[src/rtl/retx_fifo_pkg.sv]
package retx_fifo_pkg;

  typedef enum logic {
    MODE_SOLO  = 1'b0,
    MODE_CHAIN = 1'b1
  } fifo_mode_e;

  typedef struct packed {
    logic empty;
    logic half;
    logic full;
  } tier_t;

  // Grade a fill count against the capacity.
  function automatic tier_t tier_of(input int unsigned fill,
                                    input int unsigned depth,
                                    input logic solo);
    tier_t t;
    t.empty = (fill == 0);
    t.full  = (fill == depth);
    t.half  = solo && (fill > (depth / 2));
    return t;
  endfunction

endpackage

[src/rtl/retx_fifo_ram.sv]
module retx_fifo_ram #(
  parameter int WIDTH = 9,
  parameter int AW    = 4
) (
  input  logic             clk,
  input  logic             we,
  input  logic [AW-1:0]    waddr,
  input  logic [WIDTH-1:0] wdata,
  input  logic [AW-1:0]    raddr,
  output logic [WIDTH-1:0] rdata
);
  localparam int DEPTH = 1 << AW;

  logic [WIDTH-1:0] cells [DEPTH];

  always_ff @(posedge clk) begin
    if (we) cells[waddr] <= wdata;
  end

  assign rdata = cells[raddr];
endmodule

[src/rtl/retx_fifo_ptrs.sv]
module retx_fifo_ptrs #(
  parameter int AW = 4
) (
  input  logic        clk,
  input  logic        rst_n,
  input  logic        wr_fire,
  input  logic        rd_fire,
  input  logic        rewind_go,
  output logic [AW:0] wr_ptr,
  output logic [AW:0] rd_ptr,
  output logic        reused
);
  localparam int PW = AW + 1;

  logic lap_q;

  // Step a pointer by one word; the top bit is the lap bit.
  function automatic logic [PW-1:0] bump(input logic [PW-1:0] p);
    return p + PW'(1);
  endfunction

  always_ff @(posedge clk) begin
    if (!rst_n) begin
      wr_ptr <= '0;
      rd_ptr <= '0;
      lap_q  <= 1'b0;
      reused <= 1'b0;
    end else begin
      if (wr_fire) begin
        wr_ptr <= bump(wr_ptr);
        if (wr_ptr[AW-1:0] == {AW{1'b1}}) lap_q <= 1'b1;
        if (lap_q) reused <= 1'b1;
      end
      if (rewind_go)    rd_ptr <= '0;
      else if (rd_fire) rd_ptr <= bump(rd_ptr);
    end
  end
endmodule

[src/rtl/retx_fifo_tiers.sv]
module retx_fifo_tiers #(
  parameter int AW = 4
) (
  input  logic [AW:0] wr_ptr,
  input  logic [AW:0] rd_ptr,
  input  logic        solo,
  output logic [AW:0] fill,
  output logic        empty,
  output logic        half_full,
  output logic        full
);
  import retx_fifo_pkg::*;

  localparam int DEPTH = 1 << AW;
  localparam int PW    = AW + 1;

  function automatic logic [PW-1:0] fill_of(input logic [PW-1:0] w,
                                            input logic [PW-1:0] r);
    return w - r;
  endfunction

  tier_t t;

  always_comb begin
    fill      = fill_of(wr_ptr, rd_ptr);
    t         = tier_of(32'(fill), DEPTH, solo);
    empty     = t.empty;
    half_full = t.half;
    full      = t.full;
  end
endmodule

[src/rtl/retx_fifo_rdgate.sv]
module retx_fifo_rdgate (
  input  logic clk,
  input  logic rst_n,
  input  logic rd_req,
  input  logic empty,
  output logic rd_fire,
  output logic parked,
  output logic spent
);
  // parked: request held through an empty cycle, still unserved.
  // spent:  a parked request was served; hold off until rd_req drops.
  assign rd_fire = rd_req && !empty && !spent;

  always_ff @(posedge clk) begin
    if (!rst_n) begin
      parked <= 1'b0;
      spent  <= 1'b0;
    end else begin
      parked <= rd_req && empty && !spent;
      spent  <= rd_req && (spent || (rd_fire && parked));
    end
  end
endmodule

[src/rtl/retx_fifo.sv]
module retx_fifo #(
  parameter int WIDTH      = 9,
  parameter int DEPTH_LOG2 = 4
) (
  input  logic             clk,
  input  logic             rst_n,
  input  logic             exp_in,
  input  logic             wr_req,
  input  logic [WIDTH-1:0] wr_data,
  input  logic             rd_req,
  input  logic             rewind,
  output logic [WIDTH-1:0] rd_data,
  output logic             rd_valid,
  output logic             empty,
  output logic             half_full,
  output logic             full,
  output logic             rewind_err
);
  import retx_fifo_pkg::*;

  localparam int AW = DEPTH_LOG2;
  localparam int PW = AW + 1;

  fifo_mode_e    mode_q;
  logic          solo;
  logic [PW-1:0] wr_ptr;
  logic [PW-1:0] rd_ptr;
  logic [PW-1:0] fill;
  logic          reused;
  logic          wr_fire;
  logic          rd_fire;
  logic          parked;
  logic          spent;
  logic          idle;
  logic          rewind_go;

  always_ff @(posedge clk) begin
    if (!rst_n) mode_q <= exp_in ? MODE_CHAIN : MODE_SOLO;
  end

  assign solo       = (mode_q == MODE_SOLO);
  assign idle       = !rd_req && !wr_req;
  assign wr_fire    = wr_req && !full;
  assign rewind_go  = rewind && idle && solo && !reused;
  assign rewind_err = rewind && idle && solo && reused;
  assign rd_valid   = rd_fire;

  retx_fifo_ptrs #(.AW(AW)) u_ptrs (
    .clk      (clk),
    .rst_n    (rst_n),
    .wr_fire  (wr_fire),
    .rd_fire  (rd_fire),
    .rewind_go(rewind_go),
    .wr_ptr   (wr_ptr),
    .rd_ptr   (rd_ptr),
    .reused   (reused)
  );

  retx_fifo_tiers #(.AW(AW)) u_tiers (
    .wr_ptr   (wr_ptr),
    .rd_ptr   (rd_ptr),
    .solo     (solo),
    .fill     (fill),
    .empty    (empty),
    .half_full(half_full),
    .full     (full)
  );

  retx_fifo_rdgate u_rdgate (
    .clk    (clk),
    .rst_n  (rst_n),
    .rd_req (rd_req),
    .empty  (empty),
    .rd_fire(rd_fire),
    .parked (parked),
    .spent  (spent)
  );

  retx_fifo_ram #(.WIDTH(WIDTH), .AW(AW)) u_ram (
    .clk  (clk),
    .we   (wr_fire),
    .waddr(wr_ptr[AW-1:0]),
    .wdata(wr_data),
    .raddr(rd_ptr[AW-1:0]),
    .rdata(rd_data)
  );
endmodule

[config.mk]
export PLATFORM = sky130hd
export DESIGN_NAME = retx_fifo
export DESIGN_NICKNAME = d
export VERILOG_FILES = /design/src/rtl/retx_fifo_pkg.sv /design/src/rtl/retx_fifo_ram.sv /design/src/rtl/retx_fifo_ptrs.sv /design/src/rtl/retx_fifo_tiers.sv /design/src/rtl/retx_fifo_rdgate.sv /design/src/rtl/retx_fifo.sv
export SDC_FILE = /design/constraint.sdc
export NUM_CORES = 1
export LEC_CHECK = 0
export BUFFER_PORTS_ARGS = -buffer_cell sky130_fd_sc_hd__buf_4
export CORE_AREA = 10 10 117 119
export CTS_CLUSTER_DIAMETER = 100
export DETAILED_ROUTE_END_ITERATION = 10
export DIE_AREA = 0 0 127 129
export PLACE_DENSITY = 0.74
export SLEW_MARGIN = 20
export SYNTH_ARGS = -nofsm -noshare
export SYNTH_HDL_FRONTEND = slang
export SYNTH_SLANG_ARGS = --single-unit
[constraint.sdc]
create_clock -name clk -period 3.8 [get_ports clk]
set_input_delay 0.76 -clock clk [delete_from_list [all_inputs] [get_ports clk]]
set_output_delay 0.76 -clock clk [all_outputs]
set_load 0.005 [all_outputs]
# [Word-level counts from Yosys, hierarchy flattened]
# Memory sizes are Yosys's and may differ from the RTL's. A register that Yosys moved wholly into a read port is not among the register bits.
# Index checks and enable logic that the tools add are counted.
[word_totals] regBits=15 latchBits=0 ram_bits=144 rom_bits=0 input_bits=15 out_inout_bits=14 wordCells=45 memories=1
[mem_list] name="u_ram.cells" depth=16 word_bits=9 rd=1 rd_clocked_by_memory_dff=1 wr=1 line="retx_fifo_ram.sv:14" source="logic [WIDTH-1:0] cells [DEPTH];"
[op_classes] addsub=3 mul=0 div=0 n_lt_le_gt_ge=1 eq_ne=2 shifts=0 muxes=5 bitwise=2 n_reduce_logical=24
[ops] op="logical AND 1 bit" count=13
[ops] op="adder 5 x 1 -> 5 bit, second input constant" count=2
[ops] op="2-to-1 mux 4 bit" count=2
[ops] op="logical NOT 1 bit" count=6
[ops] op="equality test 5 bit, second input constant" count=1
[ops] op="> comparator 5 x 4 -> 1 bit, second input constant" count=1
[ops] op="logical NOT 5 bit" count=1
[ops] op="subtractor 5 bit" count=1
[ops] op="equality test 4 bit, second input constant" count=1
[ops] op="AND reduction 2 bit" count=2
[ops] op="2-to-1 mux 1 bit" count=3
[ops] op="inverter 1 bit" count=2
[ops] op="OR reduction 2 bit" count=1
[ops] op="logical OR 1 bit" count=1

# [Longest topological paths before layout]
[depth] depth_word=8 depth_mapped=9 depth_no_buf=8

# [Modules after synthesis]
# Synthesis repeated with hierarchy kept, for this count alone.
[hier_totals] hier_cells=341 area_unflattened_um2=6547.5
[by_module_without_submodules] mod="retx_fifo_ram" n_inst=1 cells_per_inst=245 area_per_inst_um2=5600.4 seq_area_each_um2=4324.1
[by_module_without_submodules] mod="retx_fifo_ptrs" n_inst=1 cells_per_inst=52 area_per_inst_um2=533.0 seq_area_each_um2=240.2
[by_module_without_submodules] mod="retx_fifo_tiers" n_inst=1 cells_per_inst=31 area_per_inst_um2=252.7 seq_area_each_um2=0.0
[by_module_without_submodules] mod="retx_fifo" n_inst=1 cells_per_inst=7 area_per_inst_um2=87.6 seq_area_each_um2=30.0
[by_module_without_submodules] mod="retx_fifo_rdgate" n_inst=1 cells_per_inst=6 area_per_inst_um2=73.8 seq_area_each_um2=40.0

# [Least setup slack after synthesis]
# OpenSTA, ideal clock, no wires.
[synth_path] kind="register -> register" from="register u_ptrs.rd_ptr[1]" to="memory u_ram.cells[3][0] (enable)" setup_ns=0.387 arrival_ns=2.362 t_required_ns=3.413 path_slack_ns=1.051 path_stages_with_launch=9 path_buffers=0 period_less_slack_ns=2.749 path_cell_list="dfxtp_1 > inv_1 > ha_1 > nor2b_4 > o22ai_2 > xnor2_1 > o41a_1 > nand2_1 > nor3_1"
[synth_between] elab_chain_len=6
[synth_rtl] item="start, declared" line="retx_fifo_ptrs.sv:10" source="output logic [AW:0] rd_ptr,"
[synth_rtl] item="start signal, assigned" line="retx_fifo_ptrs.sv:35" source="else if (rd_fire) rd_ptr <= bump(rd_ptr);"
[synth_rtl] item="subtractor 5 bit" line="retx_fifo_tiers.sv:19" source="return w - r;"
[synth_rtl] item="equality test 5 bit" line="retx_fifo_pkg.sv:20" source="t.full = (fill == depth);"
[synth_rtl] item="logical NOT 1 bit" line="retx_fifo.sv:43" source="assign wr_fire = wr_req && !full;"
[synth_rtl] item="logical AND 1 bit" line="retx_fifo.sv:43"
[synth_rtl] item="2-to-1 mux 1 bit" line="retx_fifo_ram.sv:17" source="if (we) cells[waddr] <= wdata;"
[synth_rtl] item="2-to-1 mux 1 bit (not written as such)" line="retx_fifo_ram.sv:17"
[synth_rtl] item="end, declared" line="retx_fifo_ram.sv:14"
# Every way passes these cells.

# [Worst setup path in the final report]
[layout_path] from="register u_ptrs.wr_ptr[3]" to="output port empty"
[layout_between] elab_chain_len=2
[layout_rtl] item="start, declared" line="retx_fifo_ptrs.sv:9" source="output logic [AW:0] wr_ptr,"
[layout_rtl] item="start signal, assigned" line="retx_fifo_ptrs.sv:30" source="wr_ptr <= bump(wr_ptr);"
[layout_rtl] item="subtractor 5 bit" line="retx_fifo_tiers.sv:19"
[layout_rtl] item="logical NOT 5 bit" line="retx_fifo_pkg.sv:19" source="t.empty = (fill == 0);"
[layout_rtl] item="end, declared" line="retx_fifo.sv:14" source="output logic empty,"
# Every way passes these cells.

==> flow_summary.yaml <==
critical_path:
  path_class: "flop to output pin"
  worstSetupEndpoint: "empty"
  end_kind: "output pin"
  ff2ff_setup_slack_ns: 0.77
  rr_worst_depth: 8
  crit_start: "u_ptrs.wr_ptr[3]"
  critPathRequiredTime_ns: 3.04
  r2r-start: "u_ptrs.wr_ptr[2]"
  cp-start-kind: "flop"
  worst-endpoint-arrival_ns: 2.60
  timing.rr.end: "u_ram.cells[5][6]"
  worstPathMaxFanout: 11
timing:
  hold_viol: 0
  setup_viol: 0
  fin_skew_ns: 0.01377
  finalCritPeriodShare_pct: 88.41
  slew_headroom_pct: 50.37
  setup_tns_ns: 0
  fin_crit_ns: 3.359
  worstMarginPinSlew_ns: 0.7434
  timing.fmax_ghz: 0.2977
  grt_setup_unrepaired: "no"
  final_max_slew_viol_count: 0
  worst_slack_ns: 0.4405
min_path:
  hold_path_class: "flop to flop"
yosys:
  synth-simple-area-share_pct: 4.906
  avgSynthCellArea_sq_um: 19.51
  ys_seq_elements: 163
  synth_mux_area_share_pct: 16.59
  yosysWarnings: 0
  ys_seq_area_share_pct: 72.78
  yosys.cell_types.count: 33
  synth_area_leaders: "edfxtp_1 67%, mux4_2 16%, dfxtp_1 5.6%"
  yosysTopAreaCell: "edfxtp_1"
  synth_xor_area_share_pct: 0.6761
  synth_area_sq_mm: 0.006477
  synth_top_family_by_area: "multiplexers"
  synthAdderAreaFrac_pct: 1.738
  syn_inst: 332
  synth_compound_area_share_pct: 1.932
  syn-num-nets: 356
  synth_top_area_share_pct: 67.22
clocking:
  cts_buffer_depth: 2
  cts_root_buf: "clkbuf_16"
  htree_num_levels: 4
  post_cts_buffers: 0
  cts_resized: 0
  clock_sinks: 163
  insertion_delay_ns: 0.42
  path_clk_slew_ns: 0.06
  cts_hold_buf: 0
  cts_buffers: 17
  cts_tree: "done"
placement:
  finalWeightedCongestion: 0.7663
  hpwl_um: 8442
  dp_slack_ns: 0.8129
  io_buffers: 28
floorplan:
  die-area_sq_mm: 0.01638
  die_h_um: 129
  die_w_um: 127
  io_pins: 29
  core_area_sq_mm: 0.01132
  initial_core_util_pct: 57.22
  rows: 39
drt:
  first_pass_iters: 4
  wl_per_cell_um: 24.10
  vias: 3256
  via_per_inst: 6.018
  drt_iter0_drc: 305
  drc: 0
  ant_nets: 0
  wl_um: 13040
global_route:
  antenna_found_initial: 0
  grt_pass1_vias: 3379
  grt_max_degree: 37
  grt_pass1_wl_um: 20220
  overflow: 0
  track_usage_pct: 16.82
pwr:
  power_density_mw_per_mm2: 648.6
  p_leak_nw: 2.513
  vdd_drop_max_mv: 0.3782
layout:
  final_util_pct: 66.60
  antenna-diode-count: 0
  drive_above_1_share_pct: 32.16
  synthToLayoutAreaGrowth_pct: 16.40
  final_cell_mix: "145 x edfxtp_1, 47 x buf_4, 45 x mux4_2"
  final_common_cell: "edfxtp_1"
  nets: 409
status:
  outcome: "completed"
run:
  cap_violations: 0
==> registers in the layout, indices dropped and copies added, names as in the netlist, named ones only <==
signal	cells
u_rdgate.spent	1
u_ptrs.reused	1
mode_q	1
u_ptrs.wr_ptr	5
u_ptrs.lap_q	1
u_ram.cells	144
u_ptrs.rd_ptr	5
u_rdgate.parked	1
==> report_power, final <==
group          total, mW  internal [mW]  switching, mW
combinational       1.13          0.614          0.518
sequential          2.12           2.04         0.0796
clock               1.64          0.965          0.674
==> synth_stat cells, drive strengths merged <==
cell,count
ha,9
nand4,4
mux2i,5
o211ai,1
dfxtp,18
nand3,2
mux2,1
o21ai,1
inv,8
o41ai,1
nor2,23
a211o,1
o41a,2
xnor2,4
nor2b,2
o22ai,1
nor3,6
or4b,1
edfxtp,145
o21a,1
buf,8
mux4,45
clkbuf,6
nand2b,7
and3,2
or2,1
nand2,16
or4,1
a21oi,8
xor2,1
and2,1
==> critical path, stage by stage, from the launching register on <==
cell,delay [ns]
dfxtp_1,0.54
ha_1,0.35
a21oi_1,0.26
a21oi_1,0.15
or4_1,0.67
inv_1,0.10
buf_4,0.11
==> worst min path at each step <==
stage | start | to | cells past startpoint
floorplan | u_rdgate.spent | u_rdgate.parked | 1
global placement | u_rdgate.spent | u_rdgate.parked | 1
detailed placement | u_rdgate.spent | u_rdgate.parked | 1
CTS | u_rdgate.spent | u_rdgate.parked | 1
global route | u_rdgate.spent | u_rdgate.parked | 1
finish | u_rdgate.spent | u_rdgate.parked | 1
==> layer usage <==
layer  part of all wire [%]  wire length (um)  track usage (%)  vias up
met5                      0                 0                0        -
met4                    1.6               212            6.497        0
met3                    4.4               579            4.435       18
met2                     54              6978            28.58       86
met1                     40              5265            20.19     1705
li1                       -                 -                -     1447
==> cell type report <==
type	count	area (sq um)
sequential	163	4716
fill	753	3781
multi-input combinational	147	1674
clock buffer	19	432.9
timing repair buffer	48	372.9
tap	143	178.9
clock inverter	13	135.1
inverter	8	30.03
==> stage by stage <==
stage	instance area (sq um)	power (mW)	std cells	hold slack [ns]
after global routing	7540	5.105	541	0.4801
after floorplan	6477	2.905	332	0.4221
after detailed placement	6972	3.306	509	0.4466
final	7540	4.890	541	0.4608
after global placement	6972	3.279	509	0.4280
after CTS	7540	4.942	541	0.4557
==> logic make-up after synthesis <==
kind of cell	after synthesis
flip-flops	163
buffers and inverters	22
XOR/XNOR	5
adder cells (fa/ha/maj)	9
AO/OA/AOI/OAI	16
multiplexers	51
AND/OR/NAND/NOR	66
Power figures use the tool's default switching activity.
